### src/rtl/bscan_pkg.sv
package bscan_pkg;
  typedef enum logic {
    SCAN_FWD = 1'b0,
    SCAN_REV = 1'b1
  } scan_dir_e;
endpackage

### src/rtl/bscan_operand_prep.sv
// Conditions the raw source: drops the upper half in narrow mode and
// mirrors the word for a reverse scan, so a single lowest-one encoder
// serves both directions.
module bscan_operand_prep #(
  parameter int DATA_W   = 32,
  parameter int NARROW_W = 16
) (
  input  logic [DATA_W-1:0] src,
  input  logic              half_sel,
  input  bscan_pkg::scan_dir_e dir,
  output logic [DATA_W-1:0] vec
);
  logic [DATA_W-1:0] narrow_mask;
  logic [DATA_W-1:0] masked;
  logic [DATA_W-1:0] mirrored;

  genvar gi;
  generate
    for (gi = 0; gi < DATA_W; gi++) begin : g_mask
      if (gi < NARROW_W) begin : g_keep
        assign narrow_mask[gi] = 1'b1;
      end else begin : g_drop
        assign narrow_mask[gi] = ~half_sel;
      end
    end
    for (gi = 0; gi < DATA_W; gi++) begin : g_mirror
      assign mirrored[gi] = masked[DATA_W-1-gi];
    end
  endgenerate

  always_comb begin
    masked = src & narrow_mask;
    vec    = (dir == bscan_pkg::SCAN_REV) ? mirrored : masked;
  end
endmodule

### src/rtl/bscan_prio_enc.sv
// Lowest-one priority encoder built as a binary tree of pair merges.
module bscan_prio_enc #(
  parameter int DATA_W = 32,
  localparam int IDX_W = $clog2(DATA_W)
) (
  input  logic [DATA_W-1:0] vec,
  output logic [IDX_W-1:0]  pos,
  output logic              any
);
  // Level l holds DATA_W>>l nodes, each with a hit flag and an l-bit position.
  logic [DATA_W-1:0]       hit [IDX_W+1];
  logic [IDX_W-1:0]        loc [IDX_W+1][DATA_W];

  genvar lv, nd;
  generate
    for (nd = 0; nd < DATA_W; nd++) begin : g_leaf
      assign hit[0][nd] = vec[nd];
      assign loc[0][nd] = '0;
    end
    for (nd = 0; nd < DATA_W; nd++) begin : g_lvl0_pad
      // unused upper node slots at every level are tied off below
    end
    for (lv = 1; lv <= IDX_W; lv++) begin : g_level
      localparam int NODES = DATA_W >> lv;
      for (nd = 0; nd < DATA_W; nd++) begin : g_node
        if (nd < NODES) begin : g_live
          logic lo_hit;
          assign lo_hit        = hit[lv-1][2*nd];
          assign hit[lv][nd]   = lo_hit | hit[lv-1][2*nd+1];
          always_comb begin
            loc[lv][nd] = lo_hit ? loc[lv-1][2*nd] : loc[lv-1][2*nd+1];
            loc[lv][nd][lv-1] = ~lo_hit;
          end
        end else begin : g_tie
          assign hit[lv][nd] = 1'b0;
          assign loc[lv][nd] = '0;
        end
      end
    end
  endgenerate

  assign any = hit[IDX_W][0];
  assign pos = loc[IDX_W][0];
endmodule

### src/rtl/bscan_result_reg.sv
module bscan_result_reg #(
  parameter int IDX_W = 5
) (
  input  logic             clk,
  input  logic             rst_n,
  input  logic             load,
  input  logic [IDX_W-1:0] new_index,
  input  logic             new_zero,
  output logic             res_valid,
  output logic [IDX_W-1:0] res_index,
  output logic             res_zero
);
  logic             valid_d;
  logic [IDX_W-1:0] index_d;
  logic             zero_d;
  logic             index_en;

  always_comb begin
    valid_d  = load;
    index_en = load & ~new_zero;
    index_d  = index_en ? new_index : res_index;
    zero_d   = load ? new_zero : res_zero;
  end

  always_ff @(posedge clk or negedge rst_n) begin
    if (!rst_n) begin
      res_valid <= 1'b0;
      res_index <= '0;
      res_zero  <= 1'b0;
    end else begin
      res_valid <= valid_d;
      res_index <= index_d;
      res_zero  <= zero_d;
    end
  end
endmodule

### src/rtl/bit_scan_unit.sv
module bit_scan_unit #(
  parameter int DATA_W   = 32,
  parameter int NARROW_W = 16,
  localparam int IDX_W   = $clog2(DATA_W)
) (
  input  logic              clk,
  input  logic              rst_n,
  input  logic              req_valid,
  input  logic [DATA_W-1:0] src,
  input  logic              half_sel,
  input  logic              scan_rev,
  output logic              res_valid,
  output logic [IDX_W-1:0]  res_index,
  output logic              res_zero
);
  bscan_pkg::scan_dir_e dir;
  logic [DATA_W-1:0]    vec;
  logic [IDX_W-1:0]     enc_pos;
  logic                 enc_any;
  logic [IDX_W-1:0]     index_c;

  assign dir = scan_rev ? bscan_pkg::SCAN_REV : bscan_pkg::SCAN_FWD;

  bscan_operand_prep #(.DATA_W(DATA_W), .NARROW_W(NARROW_W)) prep_i (
    .src      (src),
    .half_sel (half_sel),
    .dir      (dir),
    .vec      (vec)
  );

  bscan_prio_enc #(.DATA_W(DATA_W)) enc_i (
    .vec (vec),
    .pos (enc_pos),
    .any (enc_any)
  );

  always_comb begin
    if (dir == bscan_pkg::SCAN_REV) index_c = IDX_W'(DATA_W - 1) - enc_pos;
    else                            index_c = enc_pos;
  end

  bscan_result_reg #(.IDX_W(IDX_W)) reg_i (
    .clk       (clk),
    .rst_n     (rst_n),
    .load      (req_valid),
    .new_index (index_c),
    .new_zero  (~enc_any),
    .res_valid (res_valid),
    .res_index (res_index),
    .res_zero  (res_zero)
  );
endmodule

### config.mk
export PLATFORM = sky130hd
export DESIGN_NAME = bit_scan_unit
export DESIGN_NICKNAME = d
export VERILOG_FILES = /design/src/rtl/bscan_pkg.sv /design/src/rtl/bscan_operand_prep.sv /design/src/rtl/bscan_prio_enc.sv /design/src/rtl/bscan_result_reg.sv /design/src/rtl/bit_scan_unit.sv
export SDC_FILE = /design/constraint.sdc
export NUM_CORES = 1
export LEC_CHECK = 0
export BUFFER_PORTS_ARGS = -buffer_cell sky130_fd_sc_hd__buf_4
export CORE_UTILIZATION = 48
export CTS_BUF_LIST = sky130_fd_sc_hd__clkbuf_2
export DETAILED_ROUTE_END_ITERATION = 10
export GPL_TIMING_DRIVEN = 0
export PLACE_DENSITY_LB_ADDON = 0.25
export SLEW_MARGIN = 20
export SYNTH_ARGS = -nofsm -noshare
export SYNTH_HDL_FRONTEND = slang
export SYNTH_SLANG_ARGS = --single-unit
### constraint.sdc
create_clock -name clk -period 0.95 [get_ports clk]
set_clock_uncertainty 0.15 [all_clocks]
set_input_delay 0.1425 -clock clk [delete_from_list [all_inputs] [get_ports clk]]
set_output_delay 0.1425 -clock clk [all_outputs]
set_load 0.02 [all_outputs]
==> run summary, run 1 <==
Synthesized Nets - 180
Top cell type's share of synthesized area - 18.1%
Post-Synthesis Mean Instance Area - 6.75 um2
Top cells by area, synth - dfrtp_1 (18%), o21ai_0 (10%), nor2_1 (9.3%)
Largest net degree at the start of global routing - 11
Yosys warnings - 0
Stop stage - global routing (5_1_grt)
Synthesized flop and latch total - 7
Tool error - [ERROR DPL-0038] Utilization greater than 100%, impossible to legalize
Post-synthesis cell count - 143
Most numerous cell in the Yosys netlist - nor2_1
Post-Syn Area - 966 um2
Die Height - 46.9 um
Port Buffers - 43
Post-DP HPWL - 2230 um
H-tree Lvls - 1
Primary FF master, synth - dfrtp_1
Clk buf depth - 2
TritonCTS Buffers - 3
DP Area - 1330 um2
Register area share after synthesis - 18.1%
Clock sink count - 7
Rows - 15
Kind of the worst endpoint - register data pin
Clk root buf - clkbuf_2
Last worst endpoint in the global-route repair_timing - reg_i.res_index[1]$_DFFE_PN0P_/D
Count of cell types in the netlist - 36
Starting Density - 53.6%
Status - aborted with a tool error
Top cells by count, synth - nor2_1 (24), o21ai_0 (20), a21oi_1 (15), inv_1 (12), o22ai_1 (11)
Ys async rst share - 100%
Number of flops mapped to enable cells by yosys - 0
Gpl congestion - 0.924
I/O pin count - 44
Chip Width - 46.9 um
Cell taking the most area after synthesis - dfrtp_1
==> metrics by stage <==
step / worst slack (ps) / std cells / utilization, %
after CTS: -1120 / 231 / 92.0
after detailed placement: -1560 / 211 / 73.8
after global placement: -1500 / 211 / 73.8
after floorplan: -1220 / 143 / -
==> cells by family after synthesis <==
family | share of synthesized area (%)
DFF | 18.1
buffers and inverters | 9.71
xor gates and xnor gates | 2.72
AOI/OAI and AO/OA | 45.2
and+or+nand+nor | 24.2
==> timing repair <==
action                                  4_1_cts
endpoints found under the setup margin       13
endpoints found under the hold margin         8
buffers inserted                             13
pin swaps                                     5
cloned                                        1
resized for setup                            44
hold buffers                                  2
==> inputs of run 2 (changes only) <==
--- a/config.mk
+++ b/config.mk
@@ -6,11 +6,11 @@
 export NUM_CORES = 1
 export LEC_CHECK = 0
 export BUFFER_PORTS_ARGS = -buffer_cell sky130_fd_sc_hd__buf_4
-export CORE_UTILIZATION = 48
-export CTS_BUF_LIST = sky130_fd_sc_hd__clkbuf_2
+export CORE_AREA = 2 2 63 65
 export DETAILED_ROUTE_END_ITERATION = 10
+export DIE_AREA = 0 0 65 67
 export GPL_TIMING_DRIVEN = 0
-export PLACE_DENSITY_LB_ADDON = 0.25
+export PLACE_DENSITY_LB_ADDON = 0.15
 export SLEW_MARGIN = 20
 export SYNTH_ARGS = -nofsm -noshare
 export SYNTH_HDL_FRONTEND = slang
==> run 2 against run 1 <==
Area after synthesis stayed put. Synthesized cell count is the same. The flow now finishes, with violations (negative setup slack).
==> run summary, run 2 <==
Design area - 1740 um2
Count of cell types in the netlist - 36 (unchanged)
TNS Setup - -7100 ps
Max Cap Viol - 0
Met1 WL - 1300 um
Clk buf depth - 2 (unchanged)
Die Height - 67 um (+43%)
Rows - 22 (+7)
Tightest Pin Transition - 437 ps
Ys async rst share - 100% (unchanged)
Post-place setup slack - -1600 ps (-41.4 ps)
WL per Instance - 12.4 um
Worst Hold Slack - 54.2 ps
Post-Syn Area - 966 um2 (unchanged)
All-Layer GR Usage - 15.5%
Max Freq - 481 MHz
Final hold violations - 0
Number of flops mapped to enable cells by yosys - 0 (unchanged)
Vias in the first global route - 1318
Largest regs - reg_i.res_index (5), reg_i.res_valid (1), reg_i.res_zero (1)
Status - complete, but fails checks
Top cells by area, synth - dfrtp_1 (18%), o21ai_0 (10%), nor2_1 (9.3%)
Synthesized flop and latch total - 7 (unchanged)
Clk root buf - clkbuf_8
Final ANT Viol Nets - 0
DRT Wirelength - 3150 um
Gpl congestion - 0.778 (-16%)
PD cells - 910 nW/um2
Cell taking the most area after synthesis - dfrtp_1
Highest routing layer actually used - met4
RSZ-0062 raised after global routing - true
H-tree Lvls - 1 (unchanged)
DP Area - 1360 um2 (+2.2%)
Most common cell after layout, fill and taps aside - buf_4
Leak - 0.736 nW
Top cell type's share of synthesized area - 18.1% (unchanged)
CTS tree - done
Nets@finish - 244
Routed vias - 1262
Share of cells above drive strength 1 - 48.5%
Chip Width - 65 um (+39%)
Post-DP HPWL - 2440 um (+9.0%)
Clk slew on worst S/H paths - 40 ps
Routed vias/inst - 4.97
Failing checks - negative setup slack
Data required, critical path - 910 ps
CP startpoint kind - primary input
CP Capture Type - register
TritonCTS Buffers - 3 (unchanged)
Final setup viols - 13
# DRC - 0
Clock sink count - 7 (unchanged)
Largest net degree at the start of global routing - 11
Ant diodes - 0
Cell total after placement - 234 (+11%)
Most frequent cells in the layout - buf_4 (47), o21ai_0 (18), nor2_1 (16), a21oi_1 (14), buf_6 (13)
Worst Path Arrival - 2040 ps
Setup ws final - -1130 ps
Fin crit share - 219%
Slew Limit Fails - 0
Tmin final - 2080 ps
I/O pin count - 44 (unchanged)
Port Buffers - 43 (unchanged)
Pwr Total - 1.58 mW
First drt pass iteration count - 4
Tightest Hold Check Type - primary input to register
Met2 Wirelength - 1690 um
Register area share after synthesis - 18.1% (unchanged)
Post-synthesis cell count - 143 (unchanged)
Yosys warnings - 0 (unchanged)
Initial antenna violation count - 0
VDD IR-drop max - 0.273 mV
Number of flip-flops under the largest register name - 5
Remaining Overflow, GRT - 0
Most numerous cell in the Yosys netlist - nor2_1
Die area - 4360 um2
Crit Path Category - primary input to register
Area Growth Syn to Fin - 79.9%
Crit path max fanout - 5
Clk Latency, worst-skew pair - 220 ps
Core area - 3610 um2
Largest Register - reg_i.res_index
Starting Density - 26.8% (-27 points)
Final Util - 48.2%
Top cells by count, synth - nor2_1 (24), o21ai_0 (20), a21oi_1 (15), inv_1 (12), o22ai_1 (11)
Primary FF master, synth - dfrtp_1
Initial drt markers - 18
Synthesized Nets - 180 (unchanged)
Wire length on met3 - 122 um
Post-Synthesis Mean Instance Area - 6.75 um2 (unchanged)
First-pass GRT wire length - 5440 um
Relative slew slack - 70.6%
Finished Layout Cells - 254
[run 2: cell counts after synthesis]
Identical to the previous run, type by type.
[run 2: cell type report]
| class | instances | area, um2 |
|---|---|---|
| Tap cell | 48 | 60.1 |
| Buffer | 6 | 58.8 |
| Sequential cell | 7 | 175 |
| Clock buffer | 4 | 45.0 |
| Inverter | 12 | 45.0 |
| Fill cell | 372 | 1870 |
| Timing Repair Buffer | 60 | 505 |
| Multi-Input combinational cell | 117 | 848 |
[run 2: worst max-delay path: stages]
cell	delay, ps
buf_6	70
nand2b_4	130
buf_6	120
o22ai_4	60
or4_4	520
or4_4	480
o21a_4	260
buf_8	140
nor2_2	90
a21oi_2	30
[run 2: routing by layer]
metal | global-route usage, % | vias up
li1 | - | 643
met1 | 17.3 | 583
met2 | 30.5 | 30
met3 | 0.845 | 6
met4 | 6.12 | 0
met5 | 0 | -
[run 2: final timing paths]
check	endpoint	cells after the start	from	slack, ps
setup / recovery	reg_i.res_index[2]	10	half_sel	-1130
hold reg to reg	reg_i.res_index[2]	3	reg_i.res_index[2]	460
setup reg to reg	reg_i.res_zero	3	reg_i.res_zero	-40
min in group asynchronous	reg_i.res_index[1]	2	rst_n	120
hold / removal	reg_i.res_zero	3	req_valid	50
max in group asynchronous	reg_i.res_index[4]	2	rst_n	410
[run 2: cell families after synthesis]
| family | after synthesis | synth area share, % |
|---|---|---|
| XOR/XNOR | 3 | 2.72 |
| AO/OA/AOI/OAI | 69 | 45.2 |
| AND/OR/NAND/NOR | 45 | 24.2 |
| buffers and inverters | 19 | 9.71 |
| flip-flops | 7 | 18.1 |
[run 2: where the power goes]
group          internal (mW)  total [mW]  switching (mW)
combinational          0.430       0.824           0.394
clock                  0.289       0.405           0.116
sequential             0.332       0.352          0.0202
[run 2: repair_timing]
item,in CTS,in global routing
gates cloned,1,0
hold buffers,2,0
resized for setup,45,8
hold endpoints to repair,8,0
setup endpoints to repair,13,13
pin swaps,8,1
buffers inserted,14,0
No activity file was read; power rests on OpenSTA's default activity.
==> inputs of run 3 (changes only) <==
--- a/config.mk
+++ b/config.mk
@@ -5,6 +5,7 @@
 export SDC_FILE = /design/constraint.sdc
 export NUM_CORES = 1
 export LEC_CHECK = 0
+export ABC_AREA = 1
 export BUFFER_PORTS_ARGS = -buffer_cell sky130_fd_sc_hd__buf_4
 export CORE_AREA = 2 2 63 65
 export DETAILED_ROUTE_END_ITERATION = 10
==> run 3 against run 2 <==
The flow still finishes with violations (negative setup slack). Wire length rose by 64%. Critical path depth rose by 5. Global-route usage rose by 8.1 points. Clock-buffer cell count did not move. Hold slack got worse by 5.1 ps. Combinational power rose by 47%. Register-to-register slack barely moved. Worst setup slack improved by 490 ps. Sequential share of layout area fell by 3.1 points. Synthesized cell count rose by 82%. Die area did not move. Critical endpoint is now reg_i.res_index[3]. Largest power group unchanged.
==> run summary, run 3 <==
First drt pass iteration count - 4 (unchanged)
Top cells by count, synth - nand2_1 (136), nand3_1 (33), nor2_1 (18), inv_1 (11)
# DRC - 0 (unchanged)
Post-Syn Area - 1350 um2 (+40%)
Crit path max fanout - 5 (unchanged)
Tmin final - 1590 ps (-493 ps)
Area Growth Syn to Fin - 84.4%
Post-Synthesis Mean Instance Area - 5.20 um2 (-23%)
Data required, critical path - 910 ps (about the same)
Worst Hold Slack - 49.0 ps (-5.13 ps)
I/O pin count - 44 (unchanged)
Switching Share - 38.8% (+5.3 points)
Max Freq - 630 MHz (+31%)
Clk root buf - clkbuf_8
Most numerous cell in the Yosys netlist - nand2_1
RSZ-0062 raised after global routing - true
Sw Pwr - 767 uW (+45%)
Die area - 4360 um2 (unchanged)
Final Util - 69.2% (+21 points)
Ys async rst share - 100% (unchanged)
CP startpoint kind - primary input
Starting Density - 37.5% (+11 points)
Combinational power share - 61.0% (+8.9 points)
Max Cap Viol - 0 (unchanged)
Leak - 1.34 nW (+82%)
Slew Limit Fails - 0 (unchanged)
Part of the power in the clock network - 21.3% (-4.3 points)
Die Height - 67 um (unchanged)
Vias in the first global route - 1883 (+43%)
Primary FF master, synth - dfrtp_1
Relative slew slack - 81.0% (+10 points)
Setup ws final - -636 ps (+493 ps)
Most frequent cells in the layout - nand2_1 (107), buf_4 (57), nand2_2 (31), nand3_1 (22), buf_6 (15)
Crit Path Category - primary input to register
Rows - 22 (unchanged)
Share of cells above drive strength 1 - 48.2% (-0.31 points)
Routed vias - 1977 (+57%)
H-tree Lvls - 1 (unchanged)
Failing checks - negative setup slack
Gpl congestion - 0.891 (+14%)
Finished Layout Cells - 388 (+53%)
Power Internal - 1.21 mW (+15%)
Cell total after placement - 351 (+50%)
Tightest Hold Check Type - primary input to register
Synthesized flop and latch total - 7 (unchanged)
Final ANT Viol Nets - 0 (unchanged)
TritonCTS Buffers - 3 (unchanged)
Routed vias/inst - 5.10 (+2.6%)
Largest regs - reg_i.res_index (5), reg_i.res_valid (1), reg_i.res_zero (1)
WL per Instance - 13.3 um (+7.4%)
CTS tree - done
Yosys warnings - 0 (unchanged)
Port Buffers - 43 (unchanged)
All-Layer GR Usage - 23.6% (+8.1 points)
Tightest Pin Transition - 282 ps (-155 ps)
Initial antenna violation count - 0 (unchanged)
Chip Width - 65 um (unchanged)
Count of cell types in the netlist - 27 (-25%)
Post-DP HPWL - 3230 um (+33%)
Clock sink count - 7 (unchanged)
CP Capture Type - register
Clk slew on worst S/H paths - 40 ps (about the same)
Initial drt markers - 111 (+93)
Largest net degree at the start of global routing - 11 (unchanged)
Synthesized Nets - 297 (+65%)
Number of flip-flops under the largest register name - 5 (unchanged)
Number of flops mapped to enable cells by yosys - 0 (unchanged)
DRT Wirelength - 5170 um (+64%)
Register area share after synthesis - 13.0% (-5.2 points)
PD cells - 793 nW/um2 (-13%)
First-pass GRT wire length - 8050 um (+48%)
Top cell type's share of synthesized area - 37.7% (+20 points)
Worst Path Arrival - 1550 ps (-490 ps)
Largest Register - reg_i.res_index
Ant diodes - 0 (unchanged)
Remaining Overflow, GRT - 0 (unchanged)
Nets@finish - 378 (+55%)
TNS Setup - -4270 ps (+2830 ps)
Cell taking the most area after synthesis - nand2_1
Sequential share of power - 17.7% (-4.6 points)
Most common cell after layout, fill and taps aside - nand2_1
Top cells by area, synth - nand2_1 (38%), dfrtp_1 (13%), nand3_1 (12%)
Status - complete, but fails checks
VDD IR-drop max - 0.326 mV (+20%)
Clk Latency, worst-skew pair - 230 ps (about the same)
Core area - 3610 um2 (unchanged)
Post-synthesis cell count - 260 (+82%)
Fin crit share - 167% (-52 points)
Clk buf depth - 2 (unchanged)
Final setup viols - 13 (unchanged)
Final hold violations - 0 (unchanged)
==> run 3: changes by cell type in the layout (fill, tap and decap cells not counted), sizes merged, moves of 3 or more <==
| cell | previous run | this run |
|---|---|---|
| nor2b | 6 | 0 |
| nand2 | 1 | 143 |
| o21a | 3 | 0 |
| o22ai | 11 | 0 |
| nand3 | 0 | 33 |
| a21oi | 18 | 5 |
| nor2 | 28 | 23 |
| buf | 63 | 83 |
| o21ai | 26 | 11 |
| or2 | 1 | 6 |
| or4 | 3 | 0 |
==> run 3: metrics by stage <==
step / cell area, um2 / setup WS, ps / power [mW]
final: 2490 / -636 / 1.98
after global routing: 2490 / -731 / 2.10
after CTS: 2290 / -582 / 1.82
after global placement: 1770 / -990 / 1.13
after detailed placement: 1770 / -1000 / 1.13
after floorplan: 1390 / -588 / 0.847
==> run 3: final timing paths <==
check / from / endpoint / slack (ps) / depth (start not counted)
max: half_sel / reg_i.res_index[3] / -640 / 15
min: req_valid / reg_i.res_zero / 50 / 3
max reg2reg: reg_i.res_index[4] / reg_i.res_index[4] / -30 / 4
min reg2reg: reg_i.res_index[1] / reg_i.res_index[1] / 350 / 2
max in group asynchronous: rst_n / reg_i.res_index[4] / 410 / 2
min in group asynchronous: rst_n / reg_i.res_zero / 120 / 2
==> run 3: repair_timing <==
action | 4_1_cts | 5_1_grt
pin swaps | 34 | 31
gates resized for setup | 59 | 44
gates cloned | 3 | 0
endpoints found under the hold margin | 8 | 0
buffers inserted | 23 | 5
endpoints found under the setup margin | 13 | 13
hold buffers | 2 | 0
==> run 3: layout make-up <==
| type | instances | area, um2 |
|---|---|---|
| timing repair buffer | 76 | 697 |
| inverter | 14 | 65.1 |
| multi-input combinational | 228 | 1300 |
| buffer | 11 | 155 |
| fill | 290 | 1110 |
| tap | 48 | 60.1 |
| sequential | 7 | 175 |
| clock buffer | 4 | 45.0 |
==> run 3: power groups by stage <==
stage,Combinational (mW),Clock [mW],Sequential (mW)
after floorplan,0.462,0,0.386
after global placement,0.781,0,0.348
after detailed placement,0.784,0,0.349
after CTS,1.04,0.431,0.350
after global routing,1.30,0.446,0.352
final,1.21,0.421,0.350
==> run 3: metal layers <==
metal  global-route usage [%]  wire [um]  vias to the layer above
met2                     45.4       2680                       80
met4                     4.52        104                        0
met1                     27.1       2090                      902
li1                         -          -                      980
met5                        0          0                        -
met3                     4.22        300                       15
==> run 3: logic make-up (layout without fill, tap and decap cells) <==
family	after synthesis	in the layout	synth area share, %
buffers and inverters	25	105	11.2
AOI/OAI and AO/OA	18	18	7.86
xor gates and xnor gates	1	1	0.648
and+or+nand+nor	209	209	67.3
DFF	7	7	13.0
==> run 3: critical path: stages <==
cell,delay [ps]
buf_6,90
inv_8,30
buf_4,140
nand2_1,100
nand2_2,90
o21ai_4,70
nand2_2,90
nor2_4,170
nand2_4,90
nor2_8,150
nand2_4,90
nor2_4,130
nor2_4,70
nand3_2,50
nand2_1,50
